### config.mk
export PLATFORM = sky130hd
export DESIGN_NAME = dma_chan_ctrl
export DESIGN_NICKNAME = d
export VERILOG_FILES = /design/src/rtl/dma_chan_pkg.sv /design/src/rtl/dma_chan_regs.sv /design/src/rtl/dma_chan_seq.sv /design/src/rtl/dma_chan_link.sv /design/src/rtl/dma_chan_ctrl.sv
export SDC_FILE = /design/constraint.sdc
export NUM_CORES = 1
export LEC_CHECK = 0
export BUFFER_PORTS_ARGS = -buffer_cell sky130_fd_sc_hd__buf_2
export CAP_MARGIN = 5
export CORE_MARGIN = 4
export CORE_UTILIZATION = 54
export CTS_CLUSTER_DIAMETER = 50
export DETAILED_ROUTE_END_ITERATION = 12
export GPL_TIMING_DRIVEN = 0
export PLACE_DENSITY = 0.89
export SLEW_MARGIN = 20
export SYNTH_ARGS = -nofsm -noshare
export SYNTH_HDL_FRONTEND = slang
export SYNTH_HIERARCHICAL = 1
export SYNTH_SLANG_ARGS = --single-unit
### constraint.sdc
create_clock -name clk -period 3.45 [get_ports clk]
set_input_delay 0.345 -clock clk [delete_from_list [all_inputs] [get_ports clk]]
set_output_delay 0.345 -clock clk [all_outputs]
set_load 0.02 [all_outputs]
### src/rtl/dma_chan_pkg.sv
package dma_chan_pkg;
    localparam int CTRL_W     = 32;
    localparam int ARM_BIT    = 0;
    localparam int CHAIN_BIT  = 8;
    localparam int SWTRG_BIT  = 16;
    localparam int RSB_BIT    = 24;
    localparam int PTR_OFS    = 4;
    localparam int STAT_OFS   = 8;
    localparam logic [CTRL_W-1:0] NULL_PTR = '1;

    typedef enum logic [1:0] {
        SEQ_IDLE,
        SEQ_ARMED,
        SEQ_BUSY,
        SEQ_SUSP
    } seq_state_e;

    typedef enum logic {
        LNK_IDLE,
        LNK_REQ
    } lnk_state_e;
endpackage

### src/rtl/dma_chan_regs.sv
module dma_chan_regs
    import dma_chan_pkg::*;
#(
    parameter int ADDR_W = 12,
    parameter logic [ADDR_W-1:0] CTRL_ADDR = 12'h050
) (
    input  logic              clk,
    input  logic              rst_n,
    input  logic              bus_wr,
    input  logic [ADDR_W-1:0] bus_addr,
    input  logic [CTRL_W-1:0] bus_wdata,
    output logic [CTRL_W-1:0] bus_rdata,
    input  logic              wr_prot,
    input  logic              hw_arm_set,
    input  logic              hw_arm_clr,
    input  logic              hw_chain_clr,
    input  logic              hw_end_set,
    input  logic              hw_ptr_load,
    input  logic [CTRL_W-1:0] hw_ptr_val,
    output logic              arm_q,
    output logic              chain_q,
    output logic              rsb_q,
    output logic              sw_trig,
    output logic [CTRL_W-1:0] ptr_q,
    output logic              end_q
);
    localparam logic [ADDR_W-1:0] PTR_ADDR  = CTRL_ADDR + ADDR_W'(PTR_OFS);
    localparam logic [ADDR_W-1:0] STAT_ADDR = CTRL_ADDR + ADDR_W'(STAT_OFS);

    logic wr_ok, wr_ctrl, wr_ptr, wr_stat;

    always_comb begin
        wr_ok   = bus_wr && !wr_prot;
        wr_ctrl = wr_ok && (bus_addr == CTRL_ADDR);
        wr_ptr  = wr_ok && (bus_addr == PTR_ADDR);
        wr_stat = wr_ok && (bus_addr == STAT_ADDR);
    end

    // Hardware actions win over software writes on the same edge.
    always_ff @(posedge clk or negedge rst_n) begin
        if (!rst_n) begin
            arm_q   <= 1'b0;
            chain_q <= 1'b0;
            rsb_q   <= 1'b0;
            sw_trig <= 1'b0;
            ptr_q   <= NULL_PTR;
            end_q   <= 1'b0;
        end else begin
            if (hw_arm_clr)
                arm_q <= 1'b0;
            else if (hw_arm_set)
                arm_q <= 1'b1;
            else if (wr_ctrl)
                arm_q <= bus_wdata[ARM_BIT];

            if (hw_chain_clr)
                chain_q <= 1'b0;
            else if (wr_ctrl)
                chain_q <= bus_wdata[CHAIN_BIT];

            if (wr_ctrl)
                rsb_q <= bus_wdata[RSB_BIT];

            sw_trig <= wr_ctrl && bus_wdata[SWTRG_BIT];

            if (hw_ptr_load)
                ptr_q <= hw_ptr_val;
            else if (wr_ptr)
                ptr_q <= bus_wdata;

            if (hw_end_set)
                end_q <= 1'b1;
            else if (wr_stat && bus_wdata[0])
                end_q <= 1'b0;
        end
    end

    always_comb begin
        bus_rdata = '0;
        if (bus_addr == CTRL_ADDR) begin
            bus_rdata[ARM_BIT]   = arm_q;
            bus_rdata[CHAIN_BIT] = chain_q;
            bus_rdata[RSB_BIT]   = rsb_q;
        end else if (bus_addr == PTR_ADDR) begin
            bus_rdata = ptr_q;
        end else if (bus_addr == STAT_ADDR) begin
            bus_rdata[0] = end_q;
        end
    end
endmodule

### src/rtl/dma_chan_seq.sv
module dma_chan_seq
    import dma_chan_pkg::*;
(
    input  logic clk,
    input  logic rst_n,
    input  logic arm_q,
    input  logic hw_trig,
    input  logic sw_trig,
    input  logic halt,
    input  logic blk_done,
    input  logic blk_abort,
    output logic blk_start,
    output logic busy,
    output logic blk_pause,
    output logic arm_clr,
    output logic seq_idle
);
    seq_state_e state_q, state_d;
    logic       pend_q;
    logic       fire;

    always_comb fire = (hw_trig || pend_q) && !halt;

    always_comb begin
        state_d = state_q;
        unique case (state_q)
            SEQ_IDLE:  if (arm_q) state_d = SEQ_ARMED;
            SEQ_ARMED: begin
                if (!arm_q)    state_d = SEQ_IDLE;
                else if (fire) state_d = SEQ_BUSY;
            end
            SEQ_BUSY: begin
                if (blk_done || blk_abort) state_d = SEQ_IDLE;
                else if (!arm_q)           state_d = SEQ_SUSP;
            end
            SEQ_SUSP: begin
                if (blk_abort)  state_d = SEQ_IDLE;
                else if (arm_q) state_d = SEQ_BUSY;
            end
            default: state_d = SEQ_IDLE;
        endcase
    end

    always_ff @(posedge clk or negedge rst_n) begin
        if (!rst_n) state_q <= SEQ_IDLE;
        else        state_q <= state_d;
    end

    always_comb begin
        blk_start = 1'b0;
        busy      = 1'b0;
        blk_pause = 1'b0;
        arm_clr   = 1'b0;
        seq_idle  = 1'b0;
        unique case (state_q)
            SEQ_IDLE:  seq_idle  = 1'b1;
            SEQ_ARMED: blk_start = arm_q && fire;
            SEQ_BUSY: begin
                busy      = 1'b1;
                blk_pause = halt;
                arm_clr   = blk_done || blk_abort;
            end
            SEQ_SUSP: begin
                busy      = 1'b1;
                blk_pause = 1'b1;
                arm_clr   = blk_abort;
            end
            default: seq_idle = 1'b1;
        endcase
    end

    // A software trigger stays pending until used or the channel is disarmed.
    always_ff @(posedge clk or negedge rst_n) begin
        if (!rst_n)
            pend_q <= 1'b0;
        else if (sw_trig)
            pend_q <= 1'b1;
        else if (blk_start)
            pend_q <= 1'b0;
        else if (state_q == SEQ_IDLE && !arm_q)
            pend_q <= 1'b0;
    end
endmodule

### src/rtl/dma_chan_link.sv
module dma_chan_link
    import dma_chan_pkg::*;
(
    input  logic              clk,
    input  logic              rst_n,
    input  logic              chain_q,
    input  logic              arm_q,
    input  logic              seq_idle,
    input  logic              halt,
    input  logic [CTRL_W-1:0] ptr_q,
    input  logic              desc_ack,
    input  logic [CTRL_W-1:0] desc_next,
    output logic              desc_req,
    output logic [CTRL_W-1:0] desc_addr,
    output logic              arm_set,
    output logic              chain_clr,
    output logic              end_set,
    output logic              ptr_load,
    output logic [CTRL_W-1:0] ptr_val
);
    lnk_state_e        state_q, state_d;
    logic [CTRL_W-1:0] addr_q;
    logic              go, at_end;

    always_comb begin
        go     = chain_q && !arm_q && seq_idle && !halt;
        at_end = (ptr_q == NULL_PTR);
    end

    always_comb begin
        state_d = state_q;
        unique case (state_q)
            LNK_IDLE: if (go && !at_end) state_d = LNK_REQ;
            LNK_REQ:  if (desc_ack)      state_d = LNK_IDLE;
            default:  state_d = LNK_IDLE;
        endcase
    end

    always_ff @(posedge clk or negedge rst_n) begin
        if (!rst_n) begin
            state_q <= LNK_IDLE;
            addr_q  <= '0;
        end else begin
            state_q <= state_d;
            if (state_q == LNK_IDLE && state_d == LNK_REQ)
                addr_q <= ptr_q;
        end
    end

    always_comb begin
        desc_req  = 1'b0;
        arm_set   = 1'b0;
        chain_clr = 1'b0;
        end_set   = 1'b0;
        ptr_load  = 1'b0;
        unique case (state_q)
            LNK_IDLE: begin
                end_set   = go && at_end;
                chain_clr = go && at_end;
            end
            LNK_REQ: begin
                desc_req = 1'b1;
                arm_set  = desc_ack;
                ptr_load = desc_ack;
            end
            default: ;
        endcase
        desc_addr = addr_q;
        ptr_val   = desc_next;
    end
endmodule

### src/rtl/dma_chan_ctrl.sv
module dma_chan_ctrl
    import dma_chan_pkg::*;
#(
    parameter int ADDR_W    = 12,
    parameter int CHAN_IDX  = 0,
    parameter int BASE_STEP = 'h50
) (
    input  logic              clk,
    input  logic              rst_n,
    input  logic              bus_wr,
    input  logic [ADDR_W-1:0] bus_addr,
    input  logic [31:0]       bus_wdata,
    output logic [31:0]       bus_rdata,
    input  logic              wr_prot,
    input  logic              hw_trig,
    input  logic              standby,
    input  logic              blk_done,
    input  logic              blk_abort,
    output logic              desc_req,
    output logic [31:0]       desc_addr,
    input  logic              desc_ack,
    input  logic [31:0]       desc_next,
    output logic              blk_start,
    output logic              blk_pause,
    output logic              busy,
    output logic              ll_flag
);
    localparam logic [ADDR_W-1:0] CTRL_ADDR = ADDR_W'(BASE_STEP * (CHAN_IDX + 1));

    logic              arm_q, chain_q, rsb_q, sw_trig;
    logic [CTRL_W-1:0] ptr_q;
    logic              halt, seq_idle;
    logic              arm_set, arm_clr, chain_clr, end_set, ptr_load;
    logic [CTRL_W-1:0] ptr_val;

    always_comb halt = standby && !rsb_q;

    dma_chan_regs #(.ADDR_W(ADDR_W), .CTRL_ADDR(CTRL_ADDR)) u_regs (
        .clk(clk), .rst_n(rst_n),
        .bus_wr(bus_wr), .bus_addr(bus_addr), .bus_wdata(bus_wdata),
        .bus_rdata(bus_rdata), .wr_prot(wr_prot),
        .hw_arm_set(arm_set), .hw_arm_clr(arm_clr), .hw_chain_clr(chain_clr),
        .hw_end_set(end_set), .hw_ptr_load(ptr_load), .hw_ptr_val(ptr_val),
        .arm_q(arm_q), .chain_q(chain_q), .rsb_q(rsb_q), .sw_trig(sw_trig),
        .ptr_q(ptr_q), .end_q(ll_flag)
    );

    dma_chan_seq u_seq (
        .clk(clk), .rst_n(rst_n),
        .arm_q(arm_q), .hw_trig(hw_trig), .sw_trig(sw_trig), .halt(halt),
        .blk_done(blk_done), .blk_abort(blk_abort),
        .blk_start(blk_start), .busy(busy), .blk_pause(blk_pause),
        .arm_clr(arm_clr), .seq_idle(seq_idle)
    );

    dma_chan_link u_link (
        .clk(clk), .rst_n(rst_n),
        .chain_q(chain_q), .arm_q(arm_q), .seq_idle(seq_idle), .halt(halt),
        .ptr_q(ptr_q), .desc_ack(desc_ack), .desc_next(desc_next),
        .desc_req(desc_req), .desc_addr(desc_addr),
        .arm_set(arm_set), .chain_clr(chain_clr), .end_set(end_set),
        .ptr_load(ptr_load), .ptr_val(ptr_val)
    );
endmodule

==> results.py, run 1 <==
metrics = {
    "outcome": {
        "status": "finished, final reports clean",
    },
    "yosys": {
        "synth_area_leader_cell": "dfrtp_1",
        "synth.most_common_cell": "mux2_4",
        "yosysWarnings": 6,
        "synthTopCellsByCount": "mux2_4, dfrtp_1, mux2_2",
        "syn_inst": 316,
        "syn_nets": 401,
        "synth_edf_count": 0,
        "dominantRegCellSynth": "dfrtp_1",
        "yosysTopAreaCellShare_pct": 24.4,
        "ys_seq_area_share_pct": 44.3,
        "synth.area.top_cells": "dfrtp_1, mux2_4, dfstp_2",
        "async_flop_share_pct": 100,
        "postSynthAreaPerCell_um2": 13.3,
        "ys_types": 39,
        "ys_ff_latch": 73,
        "syn-cell-area_um2": 4210,
    },
    "detailed_routing": {
        "vias": 2908,
        "vias_per_cell": 5.26,
        "drt_iter0_drc": 70,
        "antenna_left": 0,
        "drtPass1Iterations": 4,
        "wirelength_um": 10000,
        "drc": 0,
        "post_drt_wl_per_cell_um": 18.1,
    },
    "floorplan": {
        "core_area_um2": 7410,
        "initial_core_util_pct": 56.8,
        "pin_count": 154,
        "die_w_um": 96.3,
        "die-area_um2": 9270,
        "row_count": 31,
        "die_y_um": 96.3,
    },
    "global_routing": {
        "grt_max_degree": 41,
        "antenna_found_initial": 0,
        "use_met2_pct": 37.3,
        "grt_pass1_wl_um": 15500,
        "grt_pass1_vias": 3110,
        "track_usage_pct": 22.2,
        "top_usage_layer": "met2",
        "met1_usage_pct": 27.0,
        "groute.layer.met3.usage_pct": 6.65,
        "grt-ovfl-total": 0,
    },
    "worst_setup_path": {
        "startpoint_type": "input port",
        "crit_type": "in -> out",
        "worstPathMaxFanout": 10,
        "arrival_ps": 2270,
        "cp.required_ps": 3110,
        "cp-end-kind": "output port",
    },
    "finish": {
        "layout-drive-gt1-share_pct": 70.5,
        "n_antenna_cell": 0,
        "utilization_pct": 70.1,
        "filler_cell_count": 555,
        "area.growth.synth_to_final_pct": 23.4,
        "nNetsFinal": 534,
    },
    "pwr": {
        "pwr-share-comb_pct": 6.6,
        "p_total_uw": 1750,
        "power_density_nw_per_um2": 338,
        "ir_drop_mv": 0.220,
        "p_sw_uw": 370,
        "p_leak_uw": 0.00279,
        "p_int_uw": 1380,
        "seq_power_share_pct": 50.2,
        "p_sw_share_pct": 21.1,
        "p_clk_share_pct": 43.2,
    },
    "clocking": {
        "htree_levels": 3,
        "clk_pin_slew_ps": 70,
        "clock_path_buffers": 2,
        "clock_latency_ps": 340,
        "root_buffer": "clkbuf_8",
        "cts_tree": "built",
        "clkSinkCount": 73,
        "ctsResizeCount": 0,
        "cts_buffers": 9,
    },
    "sta": {
        "fmax_ghz": 0.382,
        "skew_ps": 6.84,
        "hold_violations": 0,
        "rsz0062_at_grt": "false",
        "setup_viol": 0,
        "period_share_pct": 75.8,
        "setup-tns-final_ps": 0,
        "max-slew-margin-rel_pct": 57.4,
        "fin_crit_ps": 2610,
        "drv_slew": 0,
        "worst_pin_slew_ps": 638,
    },
    "run": {
        "maxCapViolations": 0,
    },
    "place": {
        "routabilityCongestion": 0.829,
        "io_buffers": 120,
        "hpwl_um": 7680,
    },
    "hold_path": {
        "hold_class": "in -> reg",
    },
}
worst max-delay path: stages:
cell and delay [ps]:
buf_2 110, nor4_4 410, and2_2 240, and3_1 180, buf_2 250, clkbuf_1 380
and2_1 190, buf_2 160
routing by layer:
layer	share of wire (%)	vias to the layer above
met1	40	1444
li1	-	1336
met4	1.3	0
met3	9.2	11
met5	0	-
met2	49	117
cell families after synthesis:
| family | after synthesis | share of synthesized area [%] |
|---|---|---|
| multiplexers | 101 | 32.2 |
| AND/OR/NAND/NOR | 76 | 12.6 |
| flip-flops | 73 | 44.3 |
| buffers and inverters | 54 | 8.97 |
| AO/OA/AOI/OAI | 12 | 1.93 |
sequential cells by signal (all words and copies together) (netlist names):
register	cells
u_regs/sw_trig	1
u_regs/chain_q	1
u_regs/rsb_q	1
u_regs/arm_q	1
u_regs/end_q	1
u_regs/ptr_q	32
u_link/desc_addr	32
u_link/state_q	1
u_seq/pend_q	1
u_seq/state_q	2
final cells by class:
| cell class | instances | area (um^2) | area share, % |
|---|---|---|---|
| Inverter | 5 | 18.8 | 0.361 |
| Clock inverter | 5 | 77.6 | 1.49 |
| Multi-Input combinational cell | 189 | 1970 | 37.8 |
| Clock buffer | 11 | 151 | 2.91 |
| Sequential cell | 73 | 1870 | 35.9 |
| Tap cell | 99 | 124 | 2.38 |
| Buffer | 49 | 359 | 6.91 |
| Timing Repair Buffer | 122 | 633 | 12.2 |
what timing repair did:
item                                   4_1_cts  5_1_grt
endpoints found under the hold margin       14        0
setup buffers                                0        0
hold buffers                                 1        0
through the flow:
| step | hold slack (ps) | instance area [um^2] | instances | worst slack [ps] |
|---|---|---|---|---|
| after floorplan | 49.4 | 4210 | 316 | 1430 |
| after global placement | 462 | 4930 | 535 | 849 |
| after detailed placement | 320 | 4960 | 536 | 802 |
| after CTS | 217 | 5200 | 553 | 809 |
| after global routing | 218 | 5200 | 553 | 685 |
| final | 234 | 5200 | 553 | 835 |
placed cells by master (no fill, tap or decap), types with 2 or more instances in the layout:
cell type / n
dfstp_2: 32
nand2b_1: 2
nor3_2: 2
nand2_1: 3
mux2_2: 38
o21ai_0: 3
buf_2: 121
and2_1: 30
a21oi_1: 2
nor3b_1: 2
clkbuf_8: 11
buf_4: 35
nor3_1: 2
mux2_4: 59
clkinv_2: 2
mux2i_1: 4
nor4_4: 2
dfrtp_1: 41
a21o_1: 3
nand4_1: 9
inv_1: 4
buf_6: 6
bufinv_16: 2
nor2_1: 11
and3_1: 3
clkbuf_1: 6
power groups by stage:
stage | clock network [uW] | logic, uW | registers [uW]
after floorplan | 0 | 56.0 | 892
after global placement | 0 | 108 | 894
after detailed placement | 0 | 116 | 895
after CTS | 779 | 117 | 880
after global routing | 817 | 127 | 881
final | 758 | 116 | 880
final timing paths:
| check | start | endpoint | slack [ps] | cells past startpoint |
|---|---|---|---|---|
| min | bus_wdata[16] | u_regs/sw_trig | 230 | 3 |
| min reg2reg | u_regs/sw_trig | u_seq/pend_q | 480 | 2 |
| min in group asynchronous | rst_n | u_link/desc_addr[21] | 510 | 2 |
| max in group asynchronous | rst_n | u_regs/ptr_q[7] | 2310 | 3 |
| max reg2reg | u_link/state_q | u_regs/ptr_q[17] | 1470 | 5 |
| max | bus_addr[1] | bus_rdata[25] | 840 | 8 |
No activity file was read; power rests on OpenSTA's default activity.
==> inputs of run 2 (changes only) <==
--- a/config.mk
+++ b/config.mk
@@ -8,11 +8,11 @@
 export BUFFER_PORTS_ARGS = -buffer_cell sky130_fd_sc_hd__buf_2
 export CAP_MARGIN = 5
 export CORE_MARGIN = 4
-export CORE_UTILIZATION = 54
+export CORE_UTILIZATION = 45
 export CTS_CLUSTER_DIAMETER = 50
 export DETAILED_ROUTE_END_ITERATION = 12
 export GPL_TIMING_DRIVEN = 0
-export PLACE_DENSITY = 0.89
+export PLACE_DENSITY = 0.8
 export SLEW_MARGIN = 20
 export SYNTH_ARGS = -nofsm -noshare
 export SYNTH_HDL_FRONTEND = slang
==> constraint.sdc (replaced) <==
create_clock -name clk -period 2.2 [get_ports clk]
set_input_delay 0.22 -clock clk [delete_from_list [all_inputs] [get_ports clk]]
set_output_delay 0.22 -clock clk [all_outputs]
set_load 0.02 [all_outputs]
==> run 2 against run 1 <==
Final area increased by 0.12%. Combinational power grew 57%. Sequential power rose by 57%. Non-clock buffer count decreased by 1. Count of clock-buffer cells in the layout did not move. Final cell count is 2.0% higher. Die area is 18% higher. Largest cell class unchanged. Largest power group unchanged. Global-route usage shrank 3.6 points.
==> results.py, run 2 (synthesis results as in run 1) <==
metrics = {
    "outcome": {
        "status": "finished, final reports clean",
    },
    "pwr": {
        "p_sw_share_pct": 21.2,
        "p_clk_share_pct": 41.7,
        "seq_power_share_pct": 51.5,
        "ir_drop_mv": 0.311,
        "p_leak_uw": 0.00278,
        "p_sw_uw": 567,
        "p_int_uw": 2110,
        "power_density_nw_per_um2": 515,
        "pwr-share-comb_pct": 6.8,
    },
    "detailed_routing": {
        "antenna_left": 0,
        "wirelength_um": 10100,
        "vias": 2838,
        "drtPass1Iterations": 4,
        "post_drt_wl_per_cell_um": 17.9,
        "drt_iter0_drc": 71,
        "vias_per_cell": 5.03,
        "drc": 0,
    },
    "global_routing": {
        "grt-ovfl-total": 0,
        "antenna_found_initial": 0,
        "grt_max_degree": 44,
        "grt_pass1_wl_um": 16200,
        "grt_pass1_vias": 3087,
        "track_usage_pct": 18.6,
    },
    "finish": {
        "fin_area_um2": 5200,
        "final_cells": 564,
        "nNetsFinal": 533,
        "area.growth.synth_to_final_pct": 23.6,
        "final_common_cell": "buf_2",
        "layout-drive-gt1-share_pct": 70.4,
        "final_cell_mix": "buf_2, mux2_4, dfrtp_1",
        "n_antenna_cell": 0,
    },
    "place": {
        "hpwl_um": 7790,
        "routabilityCongestion": 0.796,
        "io_buffers": 120,
        "pre_cts_slack_ps": -262,
        "dp.cells": 548,
        "dpl_cell_area_um2": 4980,
    },
    "clocking": {
        "clkSinkCount": 73,
        "root_buffer": "clkbuf_8",
        "clk_pin_slew_ps": 80,
        "post_cts_buffers": 0,
        "clock_path_buffers": 2,
        "clock_latency_ps": 340,
        "htree_levels": 3,
        "cts_tree": "built",
        "cts_buffers": 9,
    },
    "hold_path": {
        "whs_endpoint": "u_regs/ptr_q[7]",
        "hold_class": "in -> reg",
        "hold_depth": 2,
        "hp-start": "desc_next[7]",
    },
    "floorplan": {
        "die_w_um": 105,
        "pin_count": 154,
        "core_area_um2": 9150,
        "row_count": 35,
        "die-area_um2": 11000,
        "initial_core_util_pct": 46.0,
        "die_y_um": 105,
    },
    "sta": {
        "fin_crit_ps": 2100,
        "setup-tns-final_ps": 0,
        "whs_ps": 109,
        "worst_pin_slew_ps": 639,
        "fmax_ghz": 0.477,
        "hold_violations": 0,
        "max-slew-margin-rel_pct": 57.4,
        "setup_viol": 0,
        "period_share_pct": 95.3,
        "setup_ws_ps": 103,
        "rsz0062_at_grt": "false",
        "skew_ps": 14.5,
        "drv_slew": 0,
    },
    "worst_setup_path": {
        "crit_path_max_incr_delay_ps": 580,
        "cp-end-kind": "flip-flop",
        "reg2reg_slack_ps": 100,
        "startpoint_type": "flip-flop",
        "r2r_end": "u_link/desc_addr[12]",
        "cp_top_family": "simple AND/OR/NAND/NOR gates",
        "worstPathMaxFanout": 10,
        "arrival_ps": 2310,
        "cp_cell_sequence": "nand4_1 > nor4_2 > a21oi_2 > buf_6 > mux2_4",
        "cp.required_ps": 2410,
        "crit_type": "reg -> reg",
        "crit_slowest_cell": "dfstp_2",
        "r2r_cells": 5,
        "crit_buf_inv": 1,
        "r2r-start": "u_regs/ptr_q[8]",
    },
    "run": {
        "maxCapViolations": 0,
    },
}
==> run 2: cell count changes in the layout (fill, tap and decap cells not counted), sizes merged <==
cell	change
buf	-1
==> run 2: how the worst max path moves through the flow <==
stage / startpoint / end / depth (start not counted)
CTS: bus_addr[1] / bus_rdata[14] / 7
finish: u_regs/ptr_q[8] / u_link/desc_addr[12] / 5
detailed placement: bus_addr[1] / bus_rdata[29] / 8
global placement: bus_addr[1] / bus_rdata[28] / 8
floorplan: bus_addr[1] / bus_rdata[10] / 6
global route: u_regs/ptr_q[9] / u_link/desc_addr[12] / 5
==> run 2: area by class of cell <==
class,instances,area [um^2]
Clock inverter,5,81.3
Sequential cell,73,1870
Clock buffer,11,131
Tap cell,111,139
Inverter,5,18.8
Fill cell,798,3950
Multi-Input combinational cell,189,1970
Buffer,48,359
Timing Repair Buffer,122,641
==> run 2: per-layer routing <==
| metal | track usage [%] | vias to the layer above | share of wire (%) |
|---|---|---|---|
| li1 | - | 1334 | - |
| met5 | 0 | - | 0 |
| met3 | 5.00 | 18 | 6.5 |
| met2 | 31.4 | 105 | 50 |
| met1 | 23.3 | 1381 | 42 |
| met4 | 5.62 | 0 | 1.7 |
==> run 2: timing repair <==
item,CTS,global route
endpoints found under the setup margin,10,29
pin swaps,0,0
hold endpoints to repair,15,0
resized for setup,0,3
hold buffers,1,0
==> run 2: stage by stage <==
stage	total power, uW	util, %
3_3_place_gp	1570	54.1
6_report	2680	56.8
4_1_cts	2730	56.8
5_1_grt	2810	56.8
2_1_floorplan	1490	-
3_5_place_dp	1590	54.4
==> run 2: power groups by stage <==
stage          Combinational, uW  Clock, uW  Sequential (uW)
6_report                     182       1120             1380
5_1_grt                      202       1220             1380
4_1_cts                      186       1170             1380
3_5_place_dp                 184          0             1400
3_3_place_gp                 171          0             1400
2_1_floorplan               87.9          0             1400
